[config.mk]
export PLATFORM = sky130hd
export DESIGN_NAME = tri_wdog_ctrl
export DESIGN_NICKNAME = d
export VERILOG_FILES = /design/src/rtl/wdt3_pkg.sv /design/src/rtl/wdt3_prescaler.sv /design/src/rtl/wdt3_busdec.sv /design/src/rtl/wdt3_channel.sv /design/src/rtl/wdt3_action.sv /design/src/rtl/tri_wdog_ctrl.sv
export SDC_FILE = /design/constraint.sdc
export NUM_CORES = 1
export LEC_CHECK = 0
export BUFFER_PORTS_ARGS = -buffer_cell sky130_fd_sc_hd__buf_2
export CORE_MARGIN = 1
export CORE_UTILIZATION = 60
export DETAILED_ROUTE_END_ITERATION = 16
export MAX_ROUTING_LAYER = met4
export PLACE_DENSITY_LB_ADDON = 0.05
export SYNTH_ARGS = -nofsm -noshare
export SYNTH_HDL_FRONTEND = slang
export SYNTH_HIERARCHICAL = 1
export SYNTH_SLANG_ARGS = --single-unit
[constraint.sdc]
create_clock -name clk -period 3.5 [get_ports clk]
set_input_delay 0.35 -clock clk [delete_from_list [all_inputs] [get_ports clk]]
set_output_delay 0.35 -clock clk [all_outputs]
set_load 0.03 [all_outputs]
[src/rtl/wdt3_pkg.sv]
package wdt3_pkg;

   // halfword width of every counter/limit register
   localparam int unsigned HW_W = 16;

   // in-block byte offsets of a channel register block
   localparam logic [3:0] OFF_CNT  = 4'h0;
   localparam logic [3:0] OFF_LIM  = 4'h4;
   localparam logic [3:0] OFF_STAT = 4'h8;

   // shared-block absolute offsets
   localparam logic [5:0] ADR_MASK = 6'h30;
   localparam logic [5:0] ADR_DEV  = 6'h34;

   // number of address bits inside one channel block
   localparam int unsigned BLK_BITS = 4;

   typedef enum logic [2:0] {
      RSEL_ZERO,
      RSEL_CNT,
      RSEL_LIM,
      RSEL_STAT,
      RSEL_MASK
   } rsel_e;

   typedef enum logic [1:0] {
      ACT_LEVEL_IRQ,
      ACT_CPU_PULSE,
      ACT_SYS_PULSE
   } act_kind_e;

   function automatic logic [HW_W-1:0] lane_swap(input logic [HW_W-1:0] v);
      return {v[7:0], v[15:8]};
   endfunction

endpackage

[src/rtl/wdt3_prescaler.sv]
module wdt3_prescaler #(
   parameter int unsigned TICK_DIV = 5_000_000
) (
   input  logic clk,
   input  logic rst_n,
   output logic tick_o
);
   localparam int unsigned PW = (TICK_DIV > 1) ? $clog2(TICK_DIV) : 1;
   localparam logic [PW-1:0] LAST = PW'(TICK_DIV - 1);

   logic [PW-1:0] div_q;

   always_ff @(posedge clk or negedge rst_n) begin
      if (!rst_n) begin
         div_q <= '0;
      end else if (div_q == LAST) begin
         div_q <= '0;
      end else begin
         div_q <= div_q + 1'b1;
      end
   end

   assign tick_o = (div_q == LAST);

endmodule

[src/rtl/wdt3_busdec.sv]
module wdt3_busdec
   import wdt3_pkg::*;
#(
   parameter int unsigned NCH    = 3,
   parameter int unsigned ADDR_W = 6
) (
   input  logic              req_valid,
   input  logic              req_write,
   input  logic [ADDR_W-1:0] req_addr,
   output logic [NCH-1:0]    lim_wr_o,
   output logic [NCH-1:0]    cnt_rd_o,
   output logic              mask_wr_o,
   output rsel_e             rsel_o,
   output logic [1:0]        rch_o
);
   logic [ADDR_W-1:0] hi_part;
   logic              in_window;
   logic [1:0]        blk;
   logic [3:0]        off;
   logic              rd_req;
   logic              wr_req;

   assign hi_part   = req_addr >> 6;
   assign in_window = (hi_part == '0);
   assign blk       = req_addr[5:4];
   assign off       = req_addr[BLK_BITS-1:0];
   assign rd_req    = req_valid && !req_write && in_window;
   assign wr_req    = req_valid &&  req_write && in_window;

   for (genvar i = 0; i < NCH; i++) begin : g_ch_dec
      assign lim_wr_o[i] = wr_req && (blk == 2'(i)) && (off == OFF_LIM);
      assign cnt_rd_o[i] = rd_req && (blk == 2'(i)) && (off == OFF_CNT);
   end

   assign mask_wr_o = wr_req && (req_addr[5:0] == ADR_MASK);

   always_comb begin
      rsel_o = RSEL_ZERO;
      rch_o  = blk;
      if (rd_req) begin
         if (32'(blk) < NCH) begin
            unique case (off)
               OFF_CNT:  rsel_o = RSEL_CNT;
               OFF_LIM:  rsel_o = RSEL_LIM;
               OFF_STAT: rsel_o = RSEL_STAT;
               default:  rsel_o = RSEL_ZERO;
            endcase
         end else if (req_addr[5:0] == ADR_MASK) begin
            rsel_o = RSEL_MASK;
         end else begin
            // device status byte and holes read zero
            rsel_o = RSEL_ZERO;
         end
      end
   end

endmodule

[src/rtl/wdt3_channel.sv]
module wdt3_channel
   import wdt3_pkg::*;
#(
   parameter logic [HW_W-1:0] RST_VAL = 16'd1
) (
   input  logic            clk,
   input  logic            rst_n,
   input  logic            tick_i,
   input  logic            load_i,
   input  logic [HW_W-1:0] load_val_i,
   input  logic            svc_i,
   output logic [HW_W-1:0] cnt_o,
   output logic [HW_W-1:0] lim_o,
   output logic            run_o,
   output logic            exp_o,
   output logic            expire_o
);
   logic [HW_W-1:0] cnt_q;
   logic [HW_W-1:0] lim_q;
   logic            run_q;
   logic            exp_q;
   logic            step;
   logic            last;

   // bus operations own the channel in their clock; tick only otherwise
   assign step     = tick_i && run_q && !load_i && !svc_i;
   assign last     = (cnt_q <= HW_W'(1));
   assign expire_o = step && last;

   always_ff @(posedge clk or negedge rst_n) begin
      if (!rst_n) begin
         cnt_q <= RST_VAL;
         lim_q <= RST_VAL;
         run_q <= 1'b0;
         exp_q <= 1'b0;
      end else if (load_i) begin
         lim_q <= load_val_i;
         cnt_q <= load_val_i;
         run_q <= 1'b1;
         exp_q <= 1'b0;
      end else if (svc_i) begin
         cnt_q <= lim_q;
      end else if (step) begin
         if (last) begin
            cnt_q <= '0;
            run_q <= 1'b0;
            exp_q <= 1'b1;
         end else begin
            cnt_q <= cnt_q - 1'b1;
         end
      end
   end

   assign cnt_o = cnt_q;
   assign lim_o = lim_q;
   assign run_o = run_q;
   assign exp_o = exp_q;

endmodule

[src/rtl/wdt3_action.sv]
module wdt3_action
   import wdt3_pkg::*;
#(
   parameter act_kind_e KIND = ACT_LEVEL_IRQ
) (
   input  logic clk,
   input  logic rst_n,
   input  logic expire_i,
   input  logic clear_i,
   input  logic mask_i,
   output logic out_o
);
   logic hold_q;

   if (KIND == ACT_LEVEL_IRQ) begin : g_level
      // sticky request; mask gates only the visible level
      always_ff @(posedge clk or negedge rst_n) begin
         if (!rst_n) begin
            hold_q <= 1'b0;
         end else if (clear_i) begin
            hold_q <= 1'b0;
         end else if (expire_i) begin
            hold_q <= 1'b1;
         end
      end
      assign out_o = hold_q && !mask_i;
   end else begin : g_pulse
      always_ff @(posedge clk or negedge rst_n) begin
         if (!rst_n) begin
            hold_q <= 1'b0;
         end else begin
            hold_q <= expire_i && !mask_i && !clear_i;
         end
      end
      assign out_o = hold_q;
   end

endmodule

[src/rtl/tri_wdog_ctrl.sv]
module tri_wdog_ctrl
   import wdt3_pkg::*;
#(
   parameter int unsigned     NCH      = 3,
   parameter int unsigned     ADDR_W   = 6,
   parameter int unsigned     TICK_DIV = 5_000_000,
   parameter logic [HW_W-1:0] RST_VAL  = 16'd1
) (
   input  logic              clk,
   input  logic              rst_n,
   input  logic              req_valid,
   input  logic              req_write,
   input  logic [ADDR_W-1:0] req_addr,
   input  logic [HW_W-1:0]   req_wdata,
   output logic [HW_W-1:0]   rsp_rdata,
   output logic              irq_out,
   output logic              cpu_rst_pulse,
   output logic              sys_rst_pulse
);
   // elaboration-time parameter checks
   if (NCH < 1 || NCH > 3) begin : g_chk_nch
      $error("tri_wdog_ctrl: NCH must be 1..3");
   end
   if (ADDR_W < 6) begin : g_chk_aw
      $error("tri_wdog_ctrl: ADDR_W must cover offset 0x34");
   end
   if (TICK_DIV < 2) begin : g_chk_div
      $error("tri_wdog_ctrl: TICK_DIV must be at least 2");
   end

   logic              tick;
   logic [NCH-1:0]    lim_wr;
   logic [NCH-1:0]    cnt_rd;
   logic              mask_wr;
   rsel_e             rsel;
   logic [1:0]        rch;
   logic [NCH-1:0]    mask_q;
   logic [HW_W-1:0]   cnt_all [NCH];
   logic [HW_W-1:0]   lim_all [NCH];
   logic [NCH-1:0]    run_all;
   logic [NCH-1:0]    exp_all;
   logic [NCH-1:0]    expire_all;
   logic [NCH-1:0]    act_all;
   logic [HW_W-1:0]   wr_val;
   logic [HW_W-1:0]   rd_mux;
   logic [HW_W-1:0]   rdata_q;

   wdt3_prescaler #(.TICK_DIV(TICK_DIV)) u_presc (
      .clk    (clk),
      .rst_n  (rst_n),
      .tick_o (tick)
   );

   wdt3_busdec #(.NCH(NCH), .ADDR_W(ADDR_W)) u_dec (
      .req_valid (req_valid),
      .req_write (req_write),
      .req_addr  (req_addr),
      .lim_wr_o  (lim_wr),
      .cnt_rd_o  (cnt_rd),
      .mask_wr_o (mask_wr),
      .rsel_o    (rsel),
      .rch_o     (rch)
   );

   assign wr_val = lane_swap(req_wdata);

   for (genvar i = 0; i < NCH; i++) begin : g_chan
      localparam act_kind_e KIND = act_kind_e'(i);

      wdt3_channel #(.RST_VAL(RST_VAL)) u_ch (
         .clk        (clk),
         .rst_n      (rst_n),
         .tick_i     (tick),
         .load_i     (lim_wr[i]),
         .load_val_i (wr_val),
         .svc_i      (cnt_rd[i]),
         .cnt_o      (cnt_all[i]),
         .lim_o      (lim_all[i]),
         .run_o      (run_all[i]),
         .exp_o      (exp_all[i]),
         .expire_o   (expire_all[i])
      );

      wdt3_action #(.KIND(KIND)) u_act (
         .clk      (clk),
         .rst_n    (rst_n),
         .expire_i (expire_all[i]),
         .clear_i  (lim_wr[i]),
         .mask_i   (mask_q[i]),
         .out_o    (act_all[i])
      );
   end

   // shared mask byte
   always_ff @(posedge clk or negedge rst_n) begin
      if (!rst_n) begin
         mask_q <= '0;
      end else if (mask_wr) begin
         mask_q <= req_wdata[NCH-1:0];
      end
   end

   // read multiplexer; decoder guarantees rch < NCH for channel selects
   always_comb begin
      rd_mux = '0;
      unique case (rsel)
         RSEL_CNT:  rd_mux = lane_swap(cnt_all[rch]);
         RSEL_LIM:  rd_mux = lane_swap(lim_all[rch]);
         RSEL_STAT: rd_mux = {14'd0, exp_all[rch], run_all[rch]};
         RSEL_MASK: rd_mux = HW_W'(mask_q);
         default:   rd_mux = '0;
      endcase
   end

   always_ff @(posedge clk or negedge rst_n) begin
      if (!rst_n) begin
         rdata_q <= '0;
      end else if (req_valid && !req_write) begin
         rdata_q <= rd_mux;
      end
   end

   assign rsp_rdata = rdata_q;
   assign irq_out   = act_all[0];

   if (NCH > 1) begin : g_cpu_out
      assign cpu_rst_pulse = act_all[1];
   end else begin : g_cpu_none
      assign cpu_rst_pulse = 1'b0;
   end

   if (NCH > 2) begin : g_sys_out
      assign sys_rst_pulse = act_all[2];
   end else begin : g_sys_none
      assign sys_rst_pulse = 1'b0;
   end

endmodule

# After elaboration in Yosys (flattened, before gate mapping)
# Cells that the tools add are included.
[totals] wordCells=153 reg_bits=147 input_bits=26 out_inout_bits=19
[classes] add_sub_neg=4 n_eq_ne=13 muxes=54 reduce_logical=57 n_lt_le_gt_ge=6 bitwise_logic=1
[ops] op="2-to-1 mux 16 bit" count=16
[ops] op="binary-select mux 16 bit (select 2 bit)" count=2
[ops] op="case mux 16 bit (4 select lines)" count=1
[ops] op="less-or-equal comparator 16 x 1 -> 1 bit, second input constant" count=3
[ops] op="subtractor 16 x 1 -> 16 bit, second input constant" count=3
[ops] op="logical AND 1 bit" count=32
[ops] op="2-to-1 mux 1 bit" count=28
[ops] op="adder 23 x 1 -> 23 bit, second input constant" count=1
[ops] op="equality test 23 bit, second input constant" count=1
[ops] op="2-to-1 mux 23 bit" count=1
[ops] op="nonzero test 2 bit" count=7
[ops] op="zero test 1 bit" count=10
[ops] op="2-to-1 mux 3 bit" count=3
[ops] op="AND reduction 3 bit" count=3
[ops] op="nonzero test 3 bit" count=3
[ops] op="equality test 3 x 2 -> 1 bit, second input constant" count=2
[ops] op="equality test 6 bit, second input constant" count=1
[ops] op="inequality test 2 x 1 -> 1 bit, second input constant" count=3
[ops] op="case mux 2 bit (3 select lines)" count=1
[ops] op="binary-select mux 1 bit (select 2 bit)" count=2
[ops] op="equality test 4 x 3 -> 1 bit, second input constant" count=1
[ops] op="equality test 4 bit, second input constant" count=1
[ops] op="zero test 4 bit" count=1
[ops] op="equality test 3 x 1 -> 1 bit, second input constant" count=1
[ops] op="other kinds (8)" count=8

# Depth between registers and ports, before layout
[depth] depth_word=9 ltp_mapped=10 depth_no_buf=9

# Hierarchy
# Netlist, hierarchy kept.
[by_module_without_submodules] mod="wdt3_channel" n_inst=3 seq_area_each_um2=853.3 area_per_inst_um2=1790.5 cells_each=179
[by_module_without_submodules] mod="tri_wdog_ctrl" n_inst=1 seq_area_each_um2=475.5 area_per_inst_um2=1629.1 cells_each=167
[by_module_without_submodules] mod="wdt3_prescaler" n_inst=1 seq_area_each_um2=575.6 area_per_inst_um2=1158.6 cells_each=108
[by_module_without_submodules] mod="wdt3_busdec" n_inst=1 seq_area_each_um2=0.0 area_per_inst_um2=197.7 cells_each=21
[by_module_without_submodules] mod="wdt3_action at g_chan[1].u_act ..." n_inst=2 seq_area_each_um2=25.0 area_per_inst_um2=37.5 cells_each=2
[by_module_without_submodules] mod="wdt3_action at g_chan[0].u_act" n_inst=1 seq_area_each_um2=25.0 area_per_inst_um2=41.3 cells_each=3

# Least setup slack after synthesis
# No wires, ideal clock.
[synth_path] path_type="input to register" start="input port req_addr[1]" end="register rdata_q[4] (netlist: rsp_rdata[4])" arrival_ns=2.836 path_buffers=1 path_slack_ns=0.599 path_stages=7 setup_time_ns=0.065 t_required_ns=3.435 cell_sequence="or3b_2 a2111oi_0 or3b_1 buf_4 o22a_1 o221ai_1 o21a_1"
[synth_via] elab_chain_len=6 word_cells_on_any_way=13 classes_between="eq/ne: 7; mux: 5; reduce/logical: 1"
[synth_rtl] element="from (decl)" line="tri_wdog_ctrl.sv:13" text="input logic [ADDR_W-1:0] req_addr,"
[synth_rtl] element="equality test 4 bit (tied with other cells)" line="wdt3_busdec.sv:42" text="unique case (off)"
[synth_rtl] element="case mux 2 bit (3 select lines) *" line="wdt3_busdec.sv:42"
[synth_rtl] element="2-to-1 mux 3 bit *" line="wdt3_busdec.sv:41" text="if (32'(blk) < NCH) begin"
[synth_rtl] element="2-to-1 mux 3 bit *" line="wdt3_busdec.sv:40" text="if (rd_req) begin"
[synth_rtl] element="net rsel[0]" line="tri_wdog_ctrl.sv:35" text="rsel_e rsel;"
[synth_rtl] element="equality test 3 bit (tied with other cells)" line="tri_wdog_ctrl.sv:106" text="unique case (rsel)"
[synth_rtl] element="case mux 16 bit (4 select lines) *" line="tri_wdog_ctrl.sv:106"
[synth_rtl] element="to (signal assigned)" line="tri_wdog_ctrl.sv:119" text="rdata_q <= rd_mux;"
[synth_rtl] element="to (decl)" line="tri_wdog_ctrl.sv:46" text="logic [HW_W-1:0] rdata_q;"
# The timed path passes the listed nets; every way through them passes the cells marked *.
# A chain may end at the register's enable or synchronous reset.

# Worst setup path after layout
[layout_path] start="register u_presc.div_q[0]" end="register g_chan[1].u_act.hold_q"
[layout_via] elab_chain_len=7
[layout_rtl] element="from (decl)" line="wdt3_prescaler.sv:11" text="logic [PW-1:0] div_q;"
[layout_rtl] element="from (signal assigned)" line="wdt3_prescaler.sv:19" text="div_q <= div_q + 1'b1;"
[layout_rtl] element="equality test 23 bit" line="wdt3_prescaler.sv:23" text="assign tick_o = (div_q == LAST);"
[layout_rtl] element="net tick" line="tri_wdog_ctrl.sv:31" text="logic tick;"
[layout_rtl] element="logical AND 1 bit (3 in series)" line="wdt3_channel.sv:26" text="assign step = tick_i && run_q && !load_i && !svc_i;"
[layout_rtl] element="logical AND 1 bit" line="wdt3_channel.sv:28" text="assign expire_o = step && last;"
[layout_rtl] element="net expire_all[1]" line="tri_wdog_ctrl.sv:42" text="logic [NCH-1:0] expire_all;"
[layout_rtl] element="logical AND 1 bit (2 in series)" line="wdt3_action.sv:32" text="hold_q <= expire_i && !mask_i && !clear_i;"
[layout_rtl] element="to (signal assigned)" line="wdt3_action.sv:32"
[layout_rtl] element="to (decl)" line="wdt3_action.sv:13" text="logic hold_q;"
# The timed path passes the listed nets, and every way through them passes these cells.

==> impl_results.md <==
- Synth cell types: 75
- Width of the die: ~120 um
- Post-CTS sizing: 0
- Ys Warns: 6
- # setup viols final: 0
- Post-synth EDFFs: 0
- First-pass GRT wire length: 39000 um
- CP Capture Type: register
- Sequential Power Share: 0.430
- Setup_tns: 0 ps
- Ant. Diodes: 0
- Hold WS: -8.98 ps
- Number of global-route vias before repair: about 7000
- Routability congestion estimate: 0.972
- VDD IR max: 348 uV
- GRT overflow: 0
- Routed WL: about 25000 um
- Pleak: roughly 4.2 nW
- DPL Wire Length: roughly 18000 um
- Num ports: 45
- Area of the die: 14600 um^2
- Clock root cell: clkbuf_16
- Max-slew violations: 0
- Drt initial violations: between 800 and 900
- Area Growth Syn to Fin: 13.0%
- Critical Path AT: between 3000 and 4000 ps
- Hold_buf cts: 0
- CTS tree: done
- Fillcell total: 1078
- Die Y: between 100 and 150 um
- ANT nets after route: 0
- Outcome: complete, but fails checks
- Sw Ratio: 0.257
- Postcts setup bufs: 0
- Worst Path Required: roughly 3800 ps
- Pre-CTS setup slack: ~460 ps
- Reg2Reg Depth: 8
- Max-slew headroom: 0.322
- CP max FO: 7
- Clock Pin Slew Worst Setup and Hold Paths: ~60 ps
- GRT Overall Usage: 0.363
- Core Region: about 14000 um^2
- Initial antenna violation count: 0
- Residual DRC: 0
- Clock Skews: around 7.6 ps
- Failing checks: hold timing
- Hold Path Class: in -> async
- P_sw: between 1 and 1.5 mW
- Internal: between 3 and 4 mW
- Rows: 43
- Syn_area_per_cell: 10.1 um^2
- Largest net degree at the start of global routing: 86
- DR pass1 iterations: 8
- Final #Nets: roughly 910
- Comb pwr share: 0.113
- Power per cell area: 497 nW/um^2
- I/O Buffers: 44
- Asr flop ratio synth: 1.00
- Max Cap Viol: 0
- Syn_nets: roughly 870
- Seq cells post-synth: 147
- Commonest non-fill, non-tap cell in the layout: dfrtp_1
- DR vias: 7275
- Final min period: approximately 3000 ps
- RSZ-0062 raised after global routing: false
- Routed vias/inst: approximately 6.8
- Fin crit share: 0.849
- Gate Count Post-Synth: between 800 and 900
- Critical path class: reg -> reg
- Actual slew at the worst max-slew pin: 1010 ps
- Routed WL per cell: 23.1 um
- Clock latency on the worst-skew pair: 420 ps
- Seq/Total Area, Yosys: 0.435
- Top FF cell, synth: dfrtp_1
- Fraction of layout cells with a size suffix above 1: 0.212
- Mapped cell area: ~8500 um^2
- Fin. Hold Viols: 5
- Maximum clock path buffer count: 2
- Critical path launch point type: register
- Final core occ: 0.693
- Clock share of power: 0.457
- CTS Sinks: approximately 150
- Fmax achieved: ~340 MHz
- CTS Buf Count: 17
- Commonest cells after routing, fill and taps aside: dfrtp_1, nand2_1, nor2_1, mux2_2, a21oi_1
- CTS H-tree depth: 4
- Initial Utilization: 0.613
- Setup ws final: 528 ps
[synthesized netlist by cell type, types with 5 or more instances]
master	number	area, um^2
dfrtp_1	141	3530
nand2_1	69	259
nor2_1	56	210
mux2_2	47	529
a21oi_1	45	225
mux2i_1	37	370
o21ai_0	33	165
nor3_1	32	160
clkbuf_1	29	109
nand3_1	28	140
inv_1	20	75.1
a22oi_1	18	135
nand4_1	14	87.6
o22ai_1	14	87.6
xnor2_1	14	123
a31oi_1	13	81.3
a221o_1	12	120
or4_1	11	82.6
nor4_2	10	125
or3_1	10	62.6
a21o_1	9	67.6
nor2b_1	9	56.3
o311ai_0	9	78.8
buf_2	8	40.0
nor4_1	8	50.1
ha_1	7	87.6
o221ai_1	7	61.3
buf_4	6	45.0
dfstp_2	6	158
nor3b_1	6	45.0
o21bai_1	6	45.0
buf_6	5	56.3
nor4_4	5	106
[sequential cells by signal, indices dropped and copies added (netlist names)]
register,count
g_chan.u_act/out_o,2
mask_q,3
g_chan.u_ch/cnt_o,48
g_chan.u_act/hold_q,1
rsp_rdata,16
g_chan.u_ch/run_o,3
g_chan.u_ch/lim_o,48
g_chan.u_ch/exp_o,3
u_presc/div_q,23
[layer usage]
metal / global-route usage / share of wire / up-vias
met3: 0.0632 / 0.070 / 49
li1: - / - / 3255
met1: 0.487 / 0.43 / 3598
met4: 0.133 / 0.027 / 0
met2: 0.555 / 0.47 / 373
met5: - / 0 / -
[power groups by stage]
stage                     logic [mW]  registers, mW  clock network [mW]
after floorplan                0.352           1.99                   0
after global placement         0.512           2.06                   0
after detailed placement       0.528           2.06                   0
after CTS                      0.534           2.04                2.20
after global routing           0.587           2.06                2.26
final                          0.540           2.04                2.17
[area by class of cell]
cell class	instances	area (um^2)	share of cell area
flip-flops and latches	147	3690	0.385
well taps	180	225	0.0235
multi-input cells	623	4450	0.465
inverters	20	75.1	0.00784
clock buffers	23	478	0.0499
clock inverters	9	223	0.0233
repair buffers	69	439	0.0459
[per-stage QoR]
step / total power [mW] / instances / hold slack (ps) / instance area, um^2
after global routing: 4.91 / 1071 / 57.7 / 9580
final: 4.76 / 1071 / -8.98 / 9580
after detailed placement: 2.59 / 1039 / 457 / 8870
after global placement: 2.57 / 1039 / 454 / 8870
after CTS: 4.76 / 1071 / 15.2 / 9580
after floorplan: 2.34 / 840 / 54.4 / 8470
[critical path, cell delays in order (launching register included)]
cell	delay, ps
dfrtp_1	390
ha_1	230
nand3_2	170
or2_1	300
nor4_4	590
and2_0	380
nand2_1	180
nor4_1	440
nor3b_2	230
[worst paths after layout]
path,start,to,slack (ps)
setup / recovery,u_presc/div_q[0]$_DFF_PN0_,g_chan[1].u_act/out_o$_DFF_PN0_,530
hold / removal,rst_n,g_chan[2].u_ch/exp_o$_DFFE_PN0P_,-9
setup reg to reg,u_presc/div_q[0]$_DFF_PN0_,g_chan[1].u_act/out_o$_DFF_PN0_,530
hold reg to reg,mask_q[2]$_DFFE_PN0P_,g_chan[2].u_act/out_o$_DFF_PN0_,480
max in group asynchronous,rst_n,g_chan[1].u_ch/lim_o[0]$_DFFE_PN1P_,2650
min in group clk,req_wdata[2],mask_q[2]$_DFFE_PN0P_,210
[kinds of logic (layout without fill, tap and decap cells)]
kind of cell	Yosys count	in the layout	share of synthesized area
AO/OA/AOI/OAI	208	208	0.170
XOR/XNOR	18	18	0.0186
adder cells (fa/ha/maj)	7	7	0.0103
buffers and inverters	70	121	0.0418
flip-flops	147	147	0.435
multiplexers	84	84	0.106
AND/OR/NAND/NOR	306	306	0.218
(Power assumes the default switching activity.)
